===== src/rtl/rxdma_pkg.sv =====
package rxdma_pkg;
  localparam int unsigned WORD_W    = 32;
  localparam int unsigned LEN_W     = 14;
  localparam int unsigned LEN_LSB   = 16;
  localparam int unsigned OWN_BIT   = 31;
  localparam int unsigned TRUNC_BIT = 0;
  localparam int unsigned DESC_WORDS = 4;

  typedef enum logic [2:0] {
    ST_IDLE,
    ST_FETCH,
    ST_RX,
    ST_DROP,
    ST_WB
  } rxdma_state_e;

  function automatic logic [WORD_W-1:0] pack_status(input logic [LEN_W-1:0] len,
                                                    input logic trunc);
    logic [WORD_W-1:0] w;
    w = '0;
    w[LEN_LSB +: LEN_W] = len;
    w[TRUNC_BIT]        = trunc;
    w[OWN_BIT]          = 1'b0;
    return w;
  endfunction
endpackage


===== src/rtl/rxdma_len_track.sv =====
module rxdma_len_track import rxdma_pkg::*; (
  input  logic             clk_i,
  input  logic             rst_ni,
  input  logic             clr_i,
  input  logic             inc_i,
  input  logic [LEN_W-1:0] size_i,
  output logic             store_o,
  output logic             last_slot_o,
  output logic [LEN_W-1:0] len_o,
  output logic             trunc_o
);
  localparam int unsigned CW = LEN_W + 1;

  logic [CW-1:0] cnt_q;
  logic [CW-1:0] size_ext;

  assign size_ext    = CW'(size_i);
  assign store_o     = cnt_q < size_ext;
  assign last_slot_o = (cnt_q + CW'(1)) == size_ext;
  assign trunc_o     = cnt_q > size_ext;
  assign len_o       = trunc_o ? size_i : cnt_q[LEN_W-1:0];

  always_ff @(posedge clk_i or negedge rst_ni) begin
    if (!rst_ni)                         cnt_q <= '0;
    else if (clr_i)                      cnt_q <= '0;
    else if (inc_i && (cnt_q != '1))     cnt_q <= cnt_q + CW'(1);
  end

  // a reported length never exceeds the buffer size
  p_len_clamped_r6: assert property (@(posedge clk_i) disable iff (!rst_ni)
    CW'(len_o) <= size_ext);
endmodule


===== src/rtl/rxdma_packer.sv =====
module rxdma_packer import rxdma_pkg::*; #(
  parameter int unsigned OFF_W = LEN_W - 2
) (
  input  logic              clk_i,
  input  logic              rst_ni,
  input  logic              clr_i,
  input  logic              push_i,
  input  logic [7:0]        byte_i,
  input  logic              flush_i,
  output logic              wr_o,
  output logic [WORD_W-1:0] wdata_o,
  output logic [OFF_W-1:0]  off_o
);
  localparam int unsigned LANES  = WORD_W / 8;
  localparam int unsigned LANE_W = $clog2(LANES);

  logic [LANE_W-1:0]   lane_q;
  logic [WORD_W-9:0]   acc_q;
  logic [OFF_W-1:0]    off_q;
  logic [WORD_W-1:0]   merged;

  assign merged  = {8'h00, acc_q} | (WORD_W'(byte_i) << (8 * lane_q));
  assign wr_o    = push_i && ((lane_q == LANE_W'(LANES - 1)) || flush_i);
  assign wdata_o = merged;
  assign off_o   = off_q;

  always_ff @(posedge clk_i or negedge rst_ni) begin
    if (!rst_ni) begin
      lane_q <= '0;
      acc_q  <= '0;
      off_q  <= '0;
    end else if (clr_i) begin
      lane_q <= '0;
      acc_q  <= '0;
      off_q  <= '0;
    end else if (push_i) begin
      if (wr_o) begin
        lane_q <= '0;
        acc_q  <= '0;
        off_q  <= off_q + OFF_W'(1);
      end else begin
        lane_q <= lane_q + LANE_W'(1);
        acc_q  <= merged[WORD_W-9:0];
      end
    end
  end

  // after a word is emitted the next byte starts at lane 0
  p_lane_restart_r3: assert property (@(posedge clk_i) disable iff (!rst_ni)
    (wr_o && !clr_i) |=> (lane_q == '0));
endmodule


===== src/rtl/rxdma_writer.sv =====
module rxdma_writer import rxdma_pkg::*; #(
  parameter int unsigned AW = 32
) (
  input  logic              clk_i,
  input  logic              rst_ni,
  input  logic              run_i,
  input  logic [AW-1:0]     ring_base_i,
  input  logic              in_valid_i,
  input  logic [7:0]        in_data_i,
  input  logic              in_last_i,
  output logic              in_ready_o,
  output logic              rx_drop_o,
  output logic              mem_req_o,
  output logic              mem_we_o,
  output logic [AW-1:0]     mem_addr_o,
  output logic [WORD_W-1:0] mem_wdata_o,
  input  logic [WORD_W-1:0] mem_rdata_i
);
  localparam int unsigned OFF_W = LEN_W - 2;
  localparam int unsigned FI_W  = $clog2(DESC_WORDS + 1);

  rxdma_state_e     state_q;
  logic [FI_W-1:0]  fidx_q;
  logic [AW-1:0]    cur_q, buf_q, next_q;
  logic             own_q, active_q, drop_q;
  logic [LEN_W-1:0] size_q;

  logic             hs, own_hs, first_drop, fetch_go, wb_go;
  logic             lt_store, lt_last_slot, lt_trunc;
  logic [LEN_W-1:0] lt_len;
  logic             pk_wr;
  logic [WORD_W-1:0] pk_wdata;
  logic [OFF_W-1:0] pk_off;
  logic [AW-1:0]    pk_addr;

  assign in_ready_o = (state_q == ST_RX) || (state_q == ST_DROP);
  assign hs         = in_valid_i && in_ready_o;
  assign own_hs     = hs && (state_q == ST_RX) && (active_q || own_q);
  assign first_drop = hs && (state_q == ST_RX) && !active_q && !own_q;
  assign fetch_go   = (state_q == ST_FETCH) && (fidx_q < FI_W'(DESC_WORDS))
                      && ((fidx_q != '0) || run_i);
  assign wb_go      = (state_q == ST_WB);
  assign rx_drop_o  = drop_q;

  rxdma_len_track u_len (
    .clk_i       (clk_i),
    .rst_ni      (rst_ni),
    .clr_i       (wb_go),
    .inc_i       (own_hs),
    .size_i      (size_q),
    .store_o     (lt_store),
    .last_slot_o (lt_last_slot),
    .len_o       (lt_len),
    .trunc_o     (lt_trunc)
  );

  rxdma_packer #(.OFF_W(OFF_W)) u_pack (
    .clk_i   (clk_i),
    .rst_ni  (rst_ni),
    .clr_i   (wb_go),
    .push_i  (own_hs && lt_store),
    .byte_i  (in_data_i),
    .flush_i (in_last_i || lt_last_slot),
    .wr_o    (pk_wr),
    .wdata_o (pk_wdata),
    .off_o   (pk_off)
  );

  assign pk_addr = buf_q + AW'({pk_off, 2'b00});

  always_comb begin
    mem_req_o   = fetch_go || pk_wr || wb_go;
    mem_we_o    = pk_wr || wb_go;
    mem_wdata_o = wb_go ? pack_status(lt_len, lt_trunc) : pk_wdata;
    if (wb_go)      mem_addr_o = cur_q;
    else if (pk_wr) mem_addr_o = pk_addr;
    else            mem_addr_o = cur_q + AW'({fidx_q, 2'b00});
  end

  always_ff @(posedge clk_i or negedge rst_ni) begin
    if (!rst_ni) begin
      state_q  <= ST_IDLE;
      fidx_q   <= '0;
      cur_q    <= '0;
      buf_q    <= '0;
      next_q   <= '0;
      own_q    <= 1'b0;
      active_q <= 1'b0;
      drop_q   <= 1'b0;
      size_q   <= '0;
    end else begin
      drop_q <= first_drop;
      unique case (state_q)
        ST_IDLE: begin
          if (run_i) begin
            cur_q   <= ring_base_i;
            fidx_q  <= '0;
            state_q <= ST_FETCH;
          end
        end
        ST_FETCH: begin
          if ((fidx_q == '0) && !run_i) begin
            state_q <= ST_IDLE;
          end else begin
            fidx_q <= fidx_q + FI_W'(1);
            case (fidx_q)
              FI_W'(1): own_q  <= mem_rdata_i[OWN_BIT];
              FI_W'(2): size_q <= mem_rdata_i[LEN_W-1:0];
              FI_W'(3): buf_q  <= AW'(mem_rdata_i);
              FI_W'(4): begin
                next_q  <= AW'(mem_rdata_i);
                fidx_q  <= '0;
                state_q <= ST_RX;
              end
              default: ;
            endcase
          end
        end
        ST_RX: begin
          if (first_drop) begin
            state_q <= in_last_i ? ST_FETCH : ST_DROP;
          end else if (own_hs) begin
            active_q <= !in_last_i;
            if (in_last_i) state_q <= ST_WB;
          end else if (!active_q && !in_valid_i && (!own_q || !run_i)) begin
            // re-poll a software-owned descriptor, or leave when stopped
            state_q <= ST_FETCH;
          end
        end
        ST_DROP: begin
          if (hs && in_last_i) state_q <= ST_FETCH;
        end
        ST_WB: begin
          cur_q   <= next_q;
          state_q <= ST_FETCH;
        end
        default: state_q <= ST_IDLE;
      endcase
    end
  end

  p_idle_quiet_r1: assert property (@(posedge clk_i) disable iff (!rst_ni)
    (state_q == ST_IDLE) |-> (!mem_req_o && !in_ready_o));

  p_read_stalls_r10: assert property (@(posedge clk_i) disable iff (!rst_ni)
    (mem_req_o && !mem_we_o) |-> !in_ready_o);

  p_wb_stalls_r10: assert property (@(posedge clk_i) disable iff (!rst_ni)
    wb_go |-> (mem_we_o && !in_ready_o && (mem_addr_o == cur_q)));

  p_release_r4: assert property (@(posedge clk_i) disable iff (!rst_ni)
    wb_go |-> (!mem_wdata_o[OWN_BIT] && (mem_wdata_o[LEN_LSB +: LEN_W] <= size_q)));

  p_in_bounds_r6: assert property (@(posedge clk_i) disable iff (!rst_ni)
    pk_wr |-> ({pk_off, 2'b00} < size_q));

  p_drop_silent_r7: assert property (@(posedge clk_i) disable iff (!rst_ni)
    (state_q == ST_DROP) |-> !mem_we_o);

  p_drop_pulse_r7: assert property (@(posedge clk_i) disable iff (!rst_ni)
    rx_drop_o |=> !rx_drop_o);
endmodule


===== config.mk =====
export PLATFORM = sky130hd
export DESIGN_NAME = rxdma_writer
export DESIGN_NICKNAME = d
export VERILOG_FILES = /design/src/rtl/rxdma_pkg.sv /design/src/rtl/rxdma_len_track.sv /design/src/rtl/rxdma_packer.sv /design/src/rtl/rxdma_writer.sv
export SDC_FILE = /design/constraint.sdc
export NUM_CORES = 1
export LEC_CHECK = 0
export BUFFER_PORTS_ARGS = -buffer_cell sky130_fd_sc_hd__buf_2
export CAP_MARGIN = 20
export CORE_ASPECT_RATIO = 0.7
export CORE_MARGIN = 2
export CORE_UTILIZATION = 45
export DETAILED_ROUTE_END_ITERATION = 10
export HOLD_SLACK_MARGIN = 0.15
export SLEW_MARGIN = 20
export SYNTH_ARGS = -nofsm -noshare
export SYNTH_HDL_FRONTEND = slang
export SYNTH_SLANG_ARGS = --single-unit

===== constraint.sdc =====
create_clock -name clk_i -period 5.02 [get_ports clk_i]
set_clock_uncertainty 0.2 [all_clocks]
set_input_delay 1.506 -clock clk_i [delete_from_list [all_inputs] [get_ports clk_i]]
set_output_delay 1.506 -clock clk_i [all_outputs]
set_load 0.005 [all_outputs]

==> summary.md <==
| Metric | Value |
|---|---|
| Critical path class | flop to primary output |
| Synthesized flop and latch total | about 170 |
| Vias in the first global route | 9215 |
| Leakage | ~0.006 uW |
| Post-DP HPWL | roughly 24 mm |
| Main synth FF type | dfrtp_1 |
| Largest net degree at the start of global routing | 55 |
| Clk root buf | clkbuf_16 |
| Post-route DRC | 0 |
| Synth cell types | 72 |
| Die X | between 150 and 200 microns |
| Worst hold path type | flop to flop |
| H-tree depth | 4 |
| Pre-antenna DRT Iters | 5 |
| CP most frequent cell | buf_6 |
| Peak supply drop | approximately 0.00031 V |
| Worst Path Required | 3310 ps |
| GRT Util Overall | 27.2% |
| CTS tree | built |
| Final hold violations | 0 |
| Post-DP Area | roughly 12000 sq um |
| Dominant cells by area after synthesis | dfrtp_1 (41%), mux2_2 (8.6%), ha_1 (4.4%) |
| Via count | 9718 |
| Clock sink total | around 170 |
| WP buf/inv | 5 |
| Core Box Area | 22900 sq um |
| CTS max path bufs | 2 |
| Post-Synthesis Net Count | 1258 |
| CP peak stage delay | ~560 ps |
| Final slew viol count | 0 |
| Synth warnings | 0 |
| Total clock buffers created by CTS | 17 |
| Clock network latency to the later pin of the worst-skew pair | 440 ps |
| Mapped Cells | 1142 |
| Initial Util | a little under half |
| Post-route cell area | 13100 sq um |
| Pre-CTS setup slack | ~80 ps |
| Crit share post-route | 104% |
| Power per cell area | about 530 nW/um^2 |
| CP cell instances | buf_4, inv_1, ha_4, nor2_2, o2111a_1, nand4_1, or4_4, o31ai_4, buf_6, a21oi_4, buf_6, a221o_1, buf_2 |
| Period minus WS final | 5200 ps |
| Syn avg cell area | 9.30 sq um |
| Largest area contributor in the netlist | dfrtp_1 |
| Initial DRC count | just over 800 |
| Crit path max-delay family | compound AO/OA/AOI/OAI gates |
| GP Congestion | around 0.95 |
| Layout Nets | between 1000 and 1500 |
| CP arrival | between 3000 and 4000 ps |
| Die ar. | between 20000 and 25000 sq um |
| DRT antenna net count | 0 |
| Highest-count cells in the layout ignoring fill and taps | dfrtp_1 (167), buf_2 (142), nand2_1 (106) |
| Setup ws final | -177 ps |
| Max FO, Critical Path | 5 |
| Initial antenna violation count | 1 |
| Rel. slew slack | 26.9% |
| RSZ-0062 raised after global routing | yes |
| Grt ovf | 0 |
| Max Clk Rate | 0.192 GHz |
| Top-area cell type share of the netlist area | around 40% |
| Synth Cell Area | between 10000 and 15000 sq um |
| First-pass GRT wire length | ~53 mm |
| Share of cells above drive strength 1 | 30.6% |
| Post-synth EDFFs | 0 |
| Area grow syn2layout | 23.3% |
| Wire per inst | about 20 microns |
| Floorplan row count | 46 |
| Worst-Margin Slew | roughly 1100 ps |
| Seq/Total Area, Yosys | 40.5% |
| Status | finished, violations left |
| Drt total wl | roughly 33 mm |
| Failing checks | negative setup slack |
| CP max stage cell | or4_4 |
| CTS clk-pin slew, worst paths | around 70 ps |
| Worst Setup End Kind | primary output |
| # setup viols final | 32 |
| I/O Buffers | between 100 and 150 |
| N_diodes | 0 |
| DR vias/cell | ~6 |
| CP startpoint kind | flop |
| Asr flop ratio synth | between 90% and 100% |
| Most common cell after layout, fill and taps aside | dfrtp_1 |
| Io pins | ~150 |
| DIE HEIGHT | about 130 microns |
| Max-cap viol count | 0 |
## report_power, final
group	switching [uW]	internal (uW)
clock	580	648
combinational	1640	1500
sequential	608	1950
total	2830	4110
## cells by family (layout without fill, tap and decap cells)
group / Yosys count / after routing / share of synthesized area, %
AO/OA/AOI/OAI: 300 / 300 / 18.6
XOR/XNOR: 58 / 58 / 4.96
adder cells (fa/ha/maj): 39 / 39 / 4.74
buffers and inverters: 103 / 303 / 4.14
flip-flops: 172 / 172 / 40.5
multiplexers: 106 / 106 / 11.0
AND/OR/NAND/NOR: 364 / 365 / 16.1
## state kept, by name, summed over array words and instances (netlist names), 12 cells and up
signal	count
buf_q	32
next_q	32
u_len.cnt_q	15
cur_q	32
size_q	14
u_pack.acc_q	24
u_pack.off_o	12
## synthesized netlist by cell type, types with 10 or more instances
| cell | number |
|---|---|
| o22ai_1 | 33 |
| buf_1 | 12 |
| and3_1 | 18 |
| mux2i_1 | 23 |
| nor3_1 | 22 |
| or4_1 | 10 |
| ha_1 | 37 |
| nor2_1 | 97 |
| nand2_1 | 109 |
| inv_1 | 37 |
| nand4_1 | 16 |
| a22o_1 | 16 |
| o31ai_1 | 10 |
| xor2_1 | 26 |
| nand3_1 | 50 |
| clkbuf_1 | 37 |
| a22oi_1 | 18 |
| o21ai_0 | 83 |
| dfrtp_1 | 172 |
| xnor2_1 | 31 |
| a21oi_1 | 55 |
| mux2_2 | 81 |
## worst reg2reg max path: cells and delay by family, from the launching register on
family / cells / cell delay, ps
adder cells (fa/ha/maj): 1 / 190
AO/OA/AOI/OAI: 4 / 870
buffers and inverters: 5 / 690
XOR/XNOR: 1 / 160
AND/OR/NAND/NOR: 3 / 1440
flip-flops: 1 / 440
## path summary, 6_finish.rpt
| path | start | to | slack, ps | cells after the start |
|---|---|---|---|---|
| setup / recovery | u_len.cnt_q[0]$_DFFE_PN0P_ | mem_addr_o[2] | -180 | 13 |
| hold reg to reg | cur_q[1]$_DFFE_PN0P_ | cur_q[1]$_DFFE_PN0P_ | 300 | 2 |
| setup reg to reg | u_len.cnt_q[1]$_DFFE_PN0P_ | u_pack.acc_q[2]$_DFFE_PN0N_ | 980 | 14 |
| min in group asynchronous | rst_ni | size_q[2]$_DFFE_PN0P_ | 830 | 1 |
| hold / removal | cur_q[1]$_DFFE_PN0P_ | cur_q[1]$_DFFE_PN0P_ | 300 | 2 |
| max in group asynchronous | rst_ni | cur_q[14]$_DFFE_PN0P_ | 2920 | 2 |
## timing repair
item,4_1_cts,5_1_grt
pin swaps,21,14
setup endpoints to repair,37,47
buffers inserted,16,6
resized for setup,47,32
hold buffers,0,0
gates cloned,1,0
## final cells by class
type,instances,area (sq um)
tap,312,390
timing repair buffer,232,1510
sequential,172,4310
inverter,39,149
clock inverter,9,65.1
multi-input combinational,868,6210
clock buffer,23,458
fill,2090,9810
## stage by stage
step                      power [uW]  util [%]  hold WS, ps  instances  TNS [ps]
after floorplan                 4330         -          246       1142         0
after global placement          5380      52.4          263       1600         0
after detailed placement        5450      52.4          274       1600         0
after CTS                       6830      56.3          289       1649     -2520
after global routing            7430      57.2          321       1655     -7900
final                           6930      57.2          297       1655     -3410
## per-layer routing
metal	global-route usage, %	wire length, microns
met3	4.48	2200
met2	36.9	13500
met5	0	0
met4	6.17	415
met1	44.3	17400
Power figures use the tool's default switching activity.
